--- config.mk ---
export PLATFORM = sky130hd
export DESIGN_NAME = ivt_core
export DESIGN_NICKNAME = d
export VERILOG_FILES = /design/src/rtl/ivt_pkg.sv /design/src/rtl/ivt_downcnt.sv /design/src/rtl/ivt_regs.sv /design/src/rtl/ivt_core.sv
export SDC_FILE = /design/constraint.sdc
export NUM_CORES = 1
export LEC_CHECK = 0
export BUFFER_PORTS_ARGS = -buffer_cell sky130_fd_sc_hd__buf_2
export CORE_ASPECT_RATIO = 0.8
export CORE_MARGIN = 2
export CORE_UTILIZATION = 35
export CTS_CLUSTER_DIAMETER = 100
export DETAILED_ROUTE_END_ITERATION = 6
export SETUP_SLACK_MARGIN = 0.3
export SLEW_MARGIN = 20
export SYNTH_ARGS = -nofsm -noshare
export SYNTH_HDL_FRONTEND = slang
export SYNTH_HIERARCHICAL = 1
export SYNTH_SLANG_ARGS = --single-unit
--- constraint.sdc ---
create_clock -name clk -period 3.42 [get_ports clk]
set_clock_uncertainty 0.1 [all_clocks]
set_input_delay 0.342 -clock clk [delete_from_list [all_inputs] [get_ports clk]]
set_output_delay 0.342 -clock clk [all_outputs]
set_load 0.05 [all_outputs]
--- src/rtl/ivt_pkg.sv ---
`timescale 1ns/1ps
package ivt_pkg;
  typedef enum logic [1:0] {
    ADDR_CTRL  = 2'd0,
    ADDR_COUNT = 2'd1,
    ADDR_STAT  = 2'd2,
    ADDR_NONE  = 2'd3
  } reg_addr_e;

  localparam int RUN_BIT  = 12;
  localparam int FREE_BIT = 10;
  localparam int GATE_BIT = 8;

  typedef struct packed {
    logic run;
    logic free;
    logic gate;
  } ctrl_t;
endpackage

--- src/rtl/ivt_downcnt.sv ---
`timescale 1ns/1ps
// One-based reloading down-counter: a value of 0 counts 2**W steps.
module ivt_downcnt #(
  parameter int W = 16
) (
  input  logic         clk,
  input  logic         rst,
  input  logic         load,
  input  logic         step,
  input  logic [W-1:0] val,
  output logic         done
);
  localparam int            CW   = W + 1;
  localparam logic [CW-1:0] FULL = {1'b1, {W{1'b0}}};
  localparam logic [CW-1:0] ONE  = CW'(1);

  logic [CW-1:0] cnt_q;
  logic [CW-1:0] start;

  assign start = (val == '0) ? FULL : {1'b0, val};
  assign done  = step && (cnt_q == ONE);

  always_ff @(posedge clk) begin
    if (rst)       cnt_q <= FULL;
    else if (load) cnt_q <= start;
    else if (step) cnt_q <= done ? start : cnt_q - ONE;
  end
endmodule

--- src/rtl/ivt_regs.sv ---
`timescale 1ns/1ps
module ivt_regs
  import ivt_pkg::*;
#(
  parameter int DATA_W = 32,
  parameter int STAT_W = 4
) (
  input  logic              clk,
  input  logic              rst,
  input  logic              wr_ctrl,
  input  logic              wr_count,
  input  logic              wr_stat,
  input  logic [1:0]        rd_addr,
  input  logic [DATA_W-1:0] wdata,
  input  logic              expire,
  output ctrl_t             ctrl,
  output logic [DATA_W-1:0] count_q,
  output logic [DATA_W-1:0] count_src,
  output logic [STAT_W-1:0] stat_q,
  output logic [DATA_W-1:0] rdata,
  output logic              irq
);
  ctrl_t             ctrl_q, ctrl_d;
  logic [STAT_W-1:0] stat_d;
  logic [DATA_W-1:0] ctrl_word;

  always_comb begin
    ctrl_d = ctrl_q;
    if (wr_ctrl) begin
      ctrl_d.run  = wdata[RUN_BIT];
      ctrl_d.free = wdata[FREE_BIT];
      ctrl_d.gate = wdata[GATE_BIT];
    end else if (expire && !ctrl_q.free) begin
      ctrl_d.run = 1'b0;
    end
  end

  always_comb begin
    stat_d = stat_q;
    if (wr_stat) stat_d = stat_q & ~wdata[STAT_W-1:0];
    if (expire)  stat_d[0] = 1'b1;
  end

  always_comb begin
    ctrl_word           = '0;
    ctrl_word[RUN_BIT]  = ctrl_q.run;
    ctrl_word[FREE_BIT] = ctrl_q.free;
    ctrl_word[GATE_BIT] = ctrl_q.gate;
  end

  assign count_src = wr_count ? wdata : count_q;
  assign ctrl      = ctrl_q;

  always_ff @(posedge clk) begin
    if (rst) begin
      ctrl_q  <= '0;
      count_q <= '0;
      stat_q  <= '0;
      rdata   <= '0;
      irq     <= 1'b0;
    end else begin
      ctrl_q <= ctrl_d;
      stat_q <= stat_d;
      irq    <= (|stat_d) && ctrl_d.gate;
      if (wr_count) count_q <= wdata;
      case (reg_addr_e'(rd_addr))
        ADDR_CTRL:  rdata <= ctrl_word;
        ADDR_COUNT: rdata <= count_q;
        ADDR_STAT:  rdata <= DATA_W'(stat_q);
        default:    rdata <= '0;
      endcase
    end
  end
endmodule

--- src/rtl/ivt_core.sv ---
`timescale 1ns/1ps
module ivt_core
  import ivt_pkg::*;
#(
  parameter int PRE_W  = 16,
  parameter int PER_W  = 16,
  parameter int STAT_W = 4
) (
  input  logic                   clk,
  input  logic                   rst,
  input  logic                   reg_wr,
  input  logic [1:0]             reg_addr,
  input  logic [PRE_W+PER_W-1:0] reg_wdata,
  output logic [PRE_W+PER_W-1:0] reg_rdata,
  output logic                   irq_o
);
  localparam int DATA_W = PRE_W + PER_W;

  logic              wr_ctrl, wr_count, wr_stat;
  ctrl_t             ctrl;
  logic [DATA_W-1:0] count_q, count_src;
  logic [STAT_W-1:0] stat_q;
  logic              run, load, tick, expire;

  assign wr_ctrl  = reg_wr && (reg_addr == ADDR_CTRL);
  assign wr_count = reg_wr && (reg_addr == ADDR_COUNT);
  assign wr_stat  = reg_wr && (reg_addr == ADDR_STAT);

  assign load = wr_count || !ctrl.run;
  assign run  = ctrl.run && !wr_count;

  ivt_regs #(.DATA_W(DATA_W), .STAT_W(STAT_W)) regs_i (
    .clk(clk), .rst(rst),
    .wr_ctrl(wr_ctrl), .wr_count(wr_count), .wr_stat(wr_stat),
    .rd_addr(reg_addr), .wdata(reg_wdata), .expire(expire),
    .ctrl(ctrl), .count_q(count_q), .count_src(count_src),
    .stat_q(stat_q), .rdata(reg_rdata), .irq(irq_o)
  );

  ivt_downcnt #(.W(PRE_W)) pre_i (
    .clk(clk), .rst(rst), .load(load), .step(run),
    .val(count_src[DATA_W-1:PER_W]), .done(tick)
  );

  ivt_downcnt #(.W(PER_W)) per_i (
    .clk(clk), .rst(rst), .load(load), .step(tick),
    .val(count_src[PER_W-1:0]), .done(expire)
  );
endmodule

==> metrics.cfg, run 1 <==
[drt]
detailroute.via_count=4340
vias_per_cell=5.466
drt_pass1_iterations=4
total_routed_wirelength_um=13210
detail_route.drc_violations=0
drt_iter0_markers=361
detail-route-antenna-nets=0
post_drt_wl_per_cell_um=16.63

[sta]
rsz0062_at_grt=yes
setup-violations-final=0
maxClockFrequency_mhz=345.5
max_slew_violations=0
totalNegativeSetupSlack_ns=0
final_critical_path_setup_slack_ns=0.5258
worst-slew-pin-transition_ns=0.8757
final_hold_viol_count=0
shortest_period_the_worst_path_allows_ns=2.894
hold-worst-slack_ns=0.1547
min_period_over_period=0.8463
max-slew-margin-rel=0.4155

[grt]
total_global_routing_overflow=0
grt_pass1_vias=4204
grt_first_pass_wirelength_um=21530
grt.met2_usage=0.2712
grt_start_max_net_pins=39
grtUsageMet3=0.04450
grt_busiest_layer=met2
globalRouteTotalUtil=0.1665
use_met1=0.2185
grt_antenna_before_repair=0

[yosys]
synthCells=536
yosys_most_used_dff=sky130_fd_sc_hd__dfxtp_1
avgSynthCellArea_um2=9.863
count_of_yosys_warnings_during_synthesis=6
synth-edff-count=0
synth.most_common_cell=sky130_fd_sc_hd__dfxtp_1
yosysSeqAreaShare=0.4014
syn_nets=577
ys_async_sr_fraction=0
ys_types=64
synth_common_cells=sky130_fd_sc_hd__dfxtp_1 (106), sky130_fd_sc_hd__nor2_1 (31), sky130_fd_sc_hd__and2_1 (30), sky130_fd_sc_hd__mux2_4 (30), sky130_fd_sc_hd__nand2_1 (27)
netlist.top_cell.by_area=sky130_fd_sc_hd__dfxtp_1
ys_ff_latch=106
post-synth-top-area-fraction=0.4014
synth.top_cells.by_area=sky130_fd_sc_hd__dfxtp_1 (40%), sky130_fd_sc_hd__mux2_4 (8.5%), sky130_fd_sc_hd__nor2b_4 (3.6%)
synthesis.area_um2=5286

[clock_tree]
htree_num_levels=3
clk_root_buffer_cell=sky130_fd_sc_hd__clkbuf_16
cts-buffers-inserted=9
cts_sinks=106
worstSkewPairLatency_ns=0.35
worst_setup_hold_path_clk_slew_ns=0.07
cts_setup_buffers=0
cts_tree=done
clock_path_buffers=2

[final_layout]
num_antenna_cells=0
stdcell_count=794
layout.nets=641
fillerInstances=1510
final_design_area_no_fill_um2=6112
final_layout_size_suffix_gt1_frac=0.2860
synthToLayoutAreaGrowth_pct=15.62
finalCoreUtilization=0.4098

[placement]
place.port_buffers=69
dp_hpwl_um=9327
preCtsSetupSlack_ns=0.3576
post_dp_cell_area_um2=5762
placed_cells=778
rd_place_congestion=0.9393

[die]
initial_util=0.3544
die_x_um=141.4
dieArea_um2=16110
num_io_pins=70
number_of_placement_rows=40
dieHeight_um=113.9
core_area_um2=14910

[setup_path]
critical_path_buf_inv_count=2
max_stage_delay_ns=0.49
required_time_of_the_critical_path_ns=3.59
crit_path_top_delay_cell=sky130_fd_sc_hd__or4_1
crit_path_start_kind=flip-flop
critical-path-top-delay-family=simple AND/OR/NAND/NOR gates
worst-path-max-fanout=10
cp_cell_sequence=inv_1 > ha_1 > and3b_1 > and2_1 > nand2_1 > inv_2 > and3b_1 > and2_1 > a21o_4 > or4_1 > a31oi_1
end_kind=flip-flop
critical_path_arrival_ns=3.07
crit_type=reg -> reg

[job]
maxCapViolCount=0

[min_path]
min_path_type=in -> reg

[power_and_ir_drop]
combPwrFrac=0.136
switching_fraction_of_total_power=0.2571
power.density_cell_area_nw_per_um2=464.4
p_clk_frac=0.406
power.sequential.fraction=0.458
total_leakage_power_nw=2.437
power.internal_mw=2.109
total_switching_power_uw=729.8
vdd_drop_max_mv=0.2262
total_power_mw=2.839

[run_status]
run_status=complete, no violations

layout make-up:
| type | instances | area, um^2 | area share |
|---|---|---|---|
| clock inverters | 6 | 96.34 | 0.01576 |
| multi-input cells | 374 | 2859 | 0.4678 |
| inverters | 24 | 90.09 | 0.01474 |
| well taps | 189 | 236.5 | 0.03869 |
| flip-flops and latches | 106 | 2123 | 0.3474 |
| clock buffers | 10 | 239.0 | 0.03910 |
| repair buffers | 85 | 467.9 | 0.07656 |
metal layers:
layer  wire length [um]  part of all wire
met5                  0                 0
met4                188             0.014
met3                630             0.048
met2               6305              0.48
met1               6082              0.46
worst min-delay path, delay by kind of cell:
kind            cells  cell delay, ns
compound gates      1            0.05
buf+inv             1            0.11
simple gates        1            0.06
kinds of logic after synthesis:
group | after synthesis | synth area share
adder cells (fa/ha/maj) | 4 | 0.009468
flip-flops | 106 | 0.4014
multiplexers | 37 | 0.09893
AND/OR/NAND/NOR | 230 | 0.2824
AO/OA/AOI/OAI | 99 | 0.1408
XOR/XNOR | 4 | 0.006627
buffers and inverters | 56 | 0.06036
path summary, 6_finish.rpt:
check	start	end	slack, ns	cells after the start
setup / recovery	pre_i/cnt_q[1]	per_i/cnt_q[14]	0.53	11
setup reg to reg	pre_i/cnt_q[1]	per_i/cnt_q[14]	0.53	11
hold / removal	reg_wdata[12]	regs_i/ctrl[2]	0.15	3
hold reg to reg	regs_i/count_q[26]	regs_i/rdata[26]	0.36	1
power by group through the flow:
stage          combinational (mW)  sequential (mW)  clock (mW)
6_report                    0.385             1.30        1.15
3_3_place_gp                0.376             1.33           0
3_5_place_dp                0.378             1.33           0
4_1_cts                     0.381             1.30        1.19
5_1_grt                     0.419             1.31        1.23
2_1_floorplan               0.289             1.33           0
sequential cells by signal (all words and copies together), names as in the netlist:
name            flops
regs_i/rdata       32
pre_i/cnt_q        17
per_i/cnt_q        17
regs_i/stat_q       4
regs_i/irq          1
regs_i/ctrl         3
regs_i/count_q     32
cell usage in the layout, fill, tap and decap left out, types with 7 or more instances in the layout:
cell type                   netlist  layout
sky130_fd_sc_hd__clkbuf_16        0       9
sky130_fd_sc_hd__nor3_1          15      14
sky130_fd_sc_hd__a211oi_1         8       8
sky130_fd_sc_hd__nand3_1         24      24
sky130_fd_sc_hd__mux2_4          30      30
sky130_fd_sc_hd__nor2_1          31      31
sky130_fd_sc_hd__nor2b_4         14      14
sky130_fd_sc_hd__a31oi_1         18      18
sky130_fd_sc_hd__buf_2            6      68
sky130_fd_sc_hd__dfxtp_1        106     105
sky130_fd_sc_hd__nand2_1         27      27
sky130_fd_sc_hd__buf_4            4      17
sky130_fd_sc_hd__a22oi_1         10      10
sky130_fd_sc_hd__and2_1          30      30
sky130_fd_sc_hd__nor2b_1         24      24
sky130_fd_sc_hd__nor3b_1          7       7
sky130_fd_sc_hd__inv_1           22      21
sky130_fd_sc_hd__nor4_1          10      10
sky130_fd_sc_hd__a21oi_1         14      14
what timing repair did:
action | 4_1_cts | 5_1_grt
setup endpoints to repair | 0 | 11
resized for setup | 0 | 3
hold buffers | 0 | 0
endpoints found under the hold margin | 0 | 0
(Power assumes the default switching activity.)
==> run 2: changes to the inputs <==
--- a/config.mk
+++ b/config.mk
@@ -5,6 +5,7 @@
 export SDC_FILE = /design/constraint.sdc
 export NUM_CORES = 1
 export LEC_CHECK = 0
+export ABC_AREA = 1
 export BUFFER_PORTS_ARGS = -buffer_cell sky130_fd_sc_hd__buf_2
 export CORE_ASPECT_RATIO = 0.8
 export CORE_MARGIN = 2
==> constraint.sdc (replaced) <==
create_clock -name clk -period 2.85 [get_ports clk]
set_clock_uncertainty 0.1 [all_clocks]
set_input_delay 0.285 -clock clk [delete_from_list [all_inputs] [get_ports clk]]
set_output_delay 0.285 -clock clk [all_outputs]
set_load 0.05 [all_outputs]
==> metrics.cfg, run 2 <==
[run_status]
run_status=complete, no violations

[final_layout]
num_antenna_cells=0  ; unchanged
most_common_library_cell_in_the_layout_ignoring_fill_and_taps=sky130_fd_sc_hd__nand2_1
sequential_cell_area_um2=2122  ; about the same
final_layout_size_suffix_gt1_frac=0.1631  ; -0.1228
fillerInstances=1515  ; +0.33%
layout.nets=833  ; +30%
most-common-layout-cells=sky130_fd_sc_hd__nand2_1 (238), sky130_fd_sc_hd__dfxtp_1 (106), sky130_fd_sc_hd__nor2_1 (79), sky130_fd_sc_hd__a21oi_1 (79), sky130_fd_sc_hd__buf_2 (69)
synthToLayoutAreaGrowth_pct=14.75
final_design_area_no_fill_um2=5841  ; -4.4%
top_regs=regs_i/count_q x32, regs_i/rdata x32
multiInputGateArea_um2=2580  ; -9.8%

[sta]
totalNegativeSetupSlack_ns=0  ; unchanged
final_hold_viol_count=0  ; unchanged
shortest_period_the_worst_path_allows_ns=2.288  ; -0.6066 ns
rsz0062_at_grt=no
max-slew-margin-rel=0.5727  ; +0.1571
setup-violations-final=0  ; unchanged
min_period_over_period=0.8027  ; -0.04357
maxClockFrequency_mhz=437.1  ; +27%
worst-slew-pin-transition_ns=0.6400  ; -0.2357 ns
max_slew_violations=0  ; unchanged

[setup_path]
worst-path-max-fanout=24  ; +14
timing.rr.start=regs_i/ctrl[2]
max_stage_delay_ns=0.39  ; -0.10 ns
critical_path_arrival_ns=2.44  ; -0.63 ns
crit_path_top_delay_cell=sky130_fd_sc_hd__dfxtp_1
critical-path-top-delay-family=simple AND/OR/NAND/NOR gates
required_time_of_the_critical_path_ns=3.00  ; -0.59 ns
launching_instance_or_port_of_the_critical_path=regs_i/ctrl[2]
end_kind=flip-flop
timing.critical_path.mode_cell=sky130_fd_sc_hd__nand2_1
crit_type=reg -> reg
cp_cell_sequence=inv_1 > nor2_1 > nand2_1 > nor3_1 > nand4_1 > nor3_2 > nand2_1 > inv_1 > nand3_1 > nor2_2 > nand2_2 > nand2_8 > inv_2 > nand2_1 > nand3_1 > nand2_1 > inv_1
crit_path_start_kind=flip-flop
critical_path_buf_inv_count=4  ; +2

[clock_tree]
htree_num_levels=3  ; unchanged
cts_sinks=106  ; unchanged
clk_root_buffer_cell=sky130_fd_sc_hd__clkbuf_16
clock_path_buffers=2  ; unchanged
cts-buffers-inserted=9  ; unchanged
worst_setup_hold_path_clk_slew_ns=0.07  ; about the same
cts_tree=done
worstSkewPairLatency_ns=0.34  ; about the same

[drt]
detail-route-antenna-nets=0  ; unchanged
total_routed_wirelength_um=13280  ; +0.54%
drt_pass1_iterations=5  ; +1
post_drt_wl_per_cell_um=13.54  ; -19%
detail_route.drc_violations=0  ; unchanged
drt_iter0_markers=341  ; -5.5%
detailroute.via_count=4657  ; +7.3%
vias_per_cell=4.747  ; -13%

[die]
core_area_um2=14250  ; -4.5%
dieHeight_um=111.9  ; -1.8%
number_of_placement_rows=39  ; -2.5%
die_x_um=138.8  ; -1.8%
initial_util=0.3572  ; +0.002772
num_io_pins=70  ; unchanged
dieArea_um2=15530  ; -3.6%

[yosys]
syn_nets=778  ; +35%
netlist.top_cell.by_area=sky130_fd_sc_hd__dfxtp_1
avgSynthCellArea_um2=6.906  ; -30%
yosys_most_used_dff=sky130_fd_sc_hd__dfxtp_1
synth.top_cells.by_area=sky130_fd_sc_hd__dfxtp_1 (42%), sky130_fd_sc_hd__nand2_1 (18%), sky130_fd_sc_hd__a21oi_1 (7.8%)
post-synth-top-area-fraction=0.4169  ; +0.01549
synth-edff-count=0  ; unchanged
ys_ff_latch=106  ; unchanged
synth_common_cells=sky130_fd_sc_hd__nand2_1 (238), sky130_fd_sc_hd__dfxtp_1 (106), sky130_fd_sc_hd__a21oi_1 (79), sky130_fd_sc_hd__nor2_1 (79), sky130_fd_sc_hd__inv_1 (46)
synth.most_common_cell=sky130_fd_sc_hd__nand2_1
ys_types=29  ; -55%
synthesis.area_um2=5090  ; -3.7%
yosysSeqAreaShare=0.4169  ; +0.01549
synthCells=737  ; +38%
count_of_yosys_warnings_during_synthesis=6  ; unchanged
ys_async_sr_fraction=0  ; unchanged

[power_and_ir_drop]
combPwrFrac=0.175  ; +0.039
switching_fraction_of_total_power=0.2854  ; +0.02833
vdd_drop_max_mv=0.3946  ; +74%
power.internal_mw=2.563  ; +22%
power.density_cell_area_nw_per_um2=614.2  ; +32%
total_leakage_power_nw=2.759  ; +13%
p_clk_frac=0.380  ; -0.026
total_switching_power_mw=1.024  ; +40%
power.sequential.fraction=0.446  ; -0.012

[grt]
grtUsageMet3=0.03613  ; -0.008371
total_global_routing_overflow=0  ; unchanged
grt_antenna_before_repair=0  ; unchanged
grt_busiest_layer=met1
grt_first_pass_wirelength_um=21770  ; +1.1%
grt_pass1_vias=4223  ; +0.45%
grt_start_max_net_pins=33  ; -15%
globalRouteTotalUtil=0.1752  ; +0.008729
grt.met2_usage=0.2430  ; -0.02818
use_met1=0.2677  ; +0.04921

[job]
maxCapViolCount=0  ; unchanged

[min_path]
min_path_type=in -> reg
hp-start=reg_wdata[11]

[placement]
dp_hpwl_um=9565  ; +2.6%
place.port_buffers=69  ; unchanged
post_dp_cell_area_um2=5499  ; -4.6%
rd_place_congestion=0.8792  ; -6.4%

run 2: changes by cell type in the layout (fill, tap and decap cells not counted), moves of 18 or more:
| cell | delta |
|---|---|
| sky130_fd_sc_hd__nand2_1 | +211 |
| sky130_fd_sc_hd__a21oi_1 | +65 |
| sky130_fd_sc_hd__nor2_1 | +48 |
| sky130_fd_sc_hd__mux2_4 | -30 |
| sky130_fd_sc_hd__and2_1 | -28 |
| sky130_fd_sc_hd__inv_1 | +25 |
| sky130_fd_sc_hd__nor2b_1 | -24 |
| sky130_fd_sc_hd__nor2_2 | +23 |
| sky130_fd_sc_hd__o21ai_1 | +19 |
| sky130_fd_sc_hd__o21ai_0 | +18 |
| sky130_fd_sc_hd__xor2_1 | +18 |
run 2: final timing paths:
check	end	slack, ns	depth (start not counted)
worst max-delay path	per_i/cnt_q[11]	0.56	17
worst min-delay path	regs_i/count_q[11]	0.11	3
worst max register to register	per_i/cnt_q[11]	0.56	17
worst min register to register	regs_i/rdata[31]	0.34	2
run 2: cells by family (layout without fill, tap and decap cells):
logic type,after synthesis,count (layout),share of synthesized area
AO/OA/AOI/OAI,126,126,0.1254
XOR/XNOR,22,22,0.03786
adder cells (fa/ha/maj),4,4,0.009833
buffers and inverters,82,142,0.07891
flip-flops,106,106,0.4169
AND/OR/NAND/NOR,397,397,0.3311
run 2: metrics by stage:
stage / cells / setup WS [ns] / util / hold WS, ns / total power, mW
floorplan: 737 / 0.8874 / - / 0.3199 / 2.109
global placement: 965 / 0.4004 / 0.3859 / 0.3340 / 2.256
detailed placement: 965 / 0.3177 / 0.3859 / 0.3319 / 2.250
CTS: 981 / 0.4818 / 0.4089 / 0.09613 / 3.616
global route: 981 / 0.2703 / 0.4099 / 0.1053 / 3.782
finish: 981 / 0.5623 / 0.4099 / 0.1132 / 3.587
run 2: what timing repair did:
| item | in CTS | in global routing |
|---|---|---|
| setup buffers | 0 | 0 |
| hold buffers | 0 | 0 |
| endpoints found under the setup margin | 0 | 11 |
| gates resized for setup | 0 | 2 |
run 2: area by class of cell:
| class | instances | area share |
|---|---|---|
| inverter | 52 | 0.03385 |
| multi-input combinational | 549 | 0.4417 |
| tap | 184 | 0.03942 |
| clock buffer | 11 | 0.04156 |
| clock inverter | 5 | 0.01457 |
| sequential | 106 | 0.3633 |
| timing repair buffer | 74 | 0.06555 |
run 2: power by group through the flow:
stage               clock network, mW  logic, mW  registers [mW]
CTS                              1.40      0.622            1.60
detailed placement                  0      0.618            1.63
floorplan                           0      0.481            1.63
finish                           1.36      0.627            1.60
global placement                    0      0.623            1.63
global route                     1.46      0.715            1.61
run 2: layer usage:
metal	vias up	part of all wire
li1	2451	-
met1	2039	0.54
met2	156	0.38
met3	11	0.062
met4	0	0.015
met5	-	0
run 2: worst min-delay path: cells and delay by family:
family          cells  cell delay [ns]
compound gates      1             0.06
simple gates        1             0.07
buf+inv             1             0.09
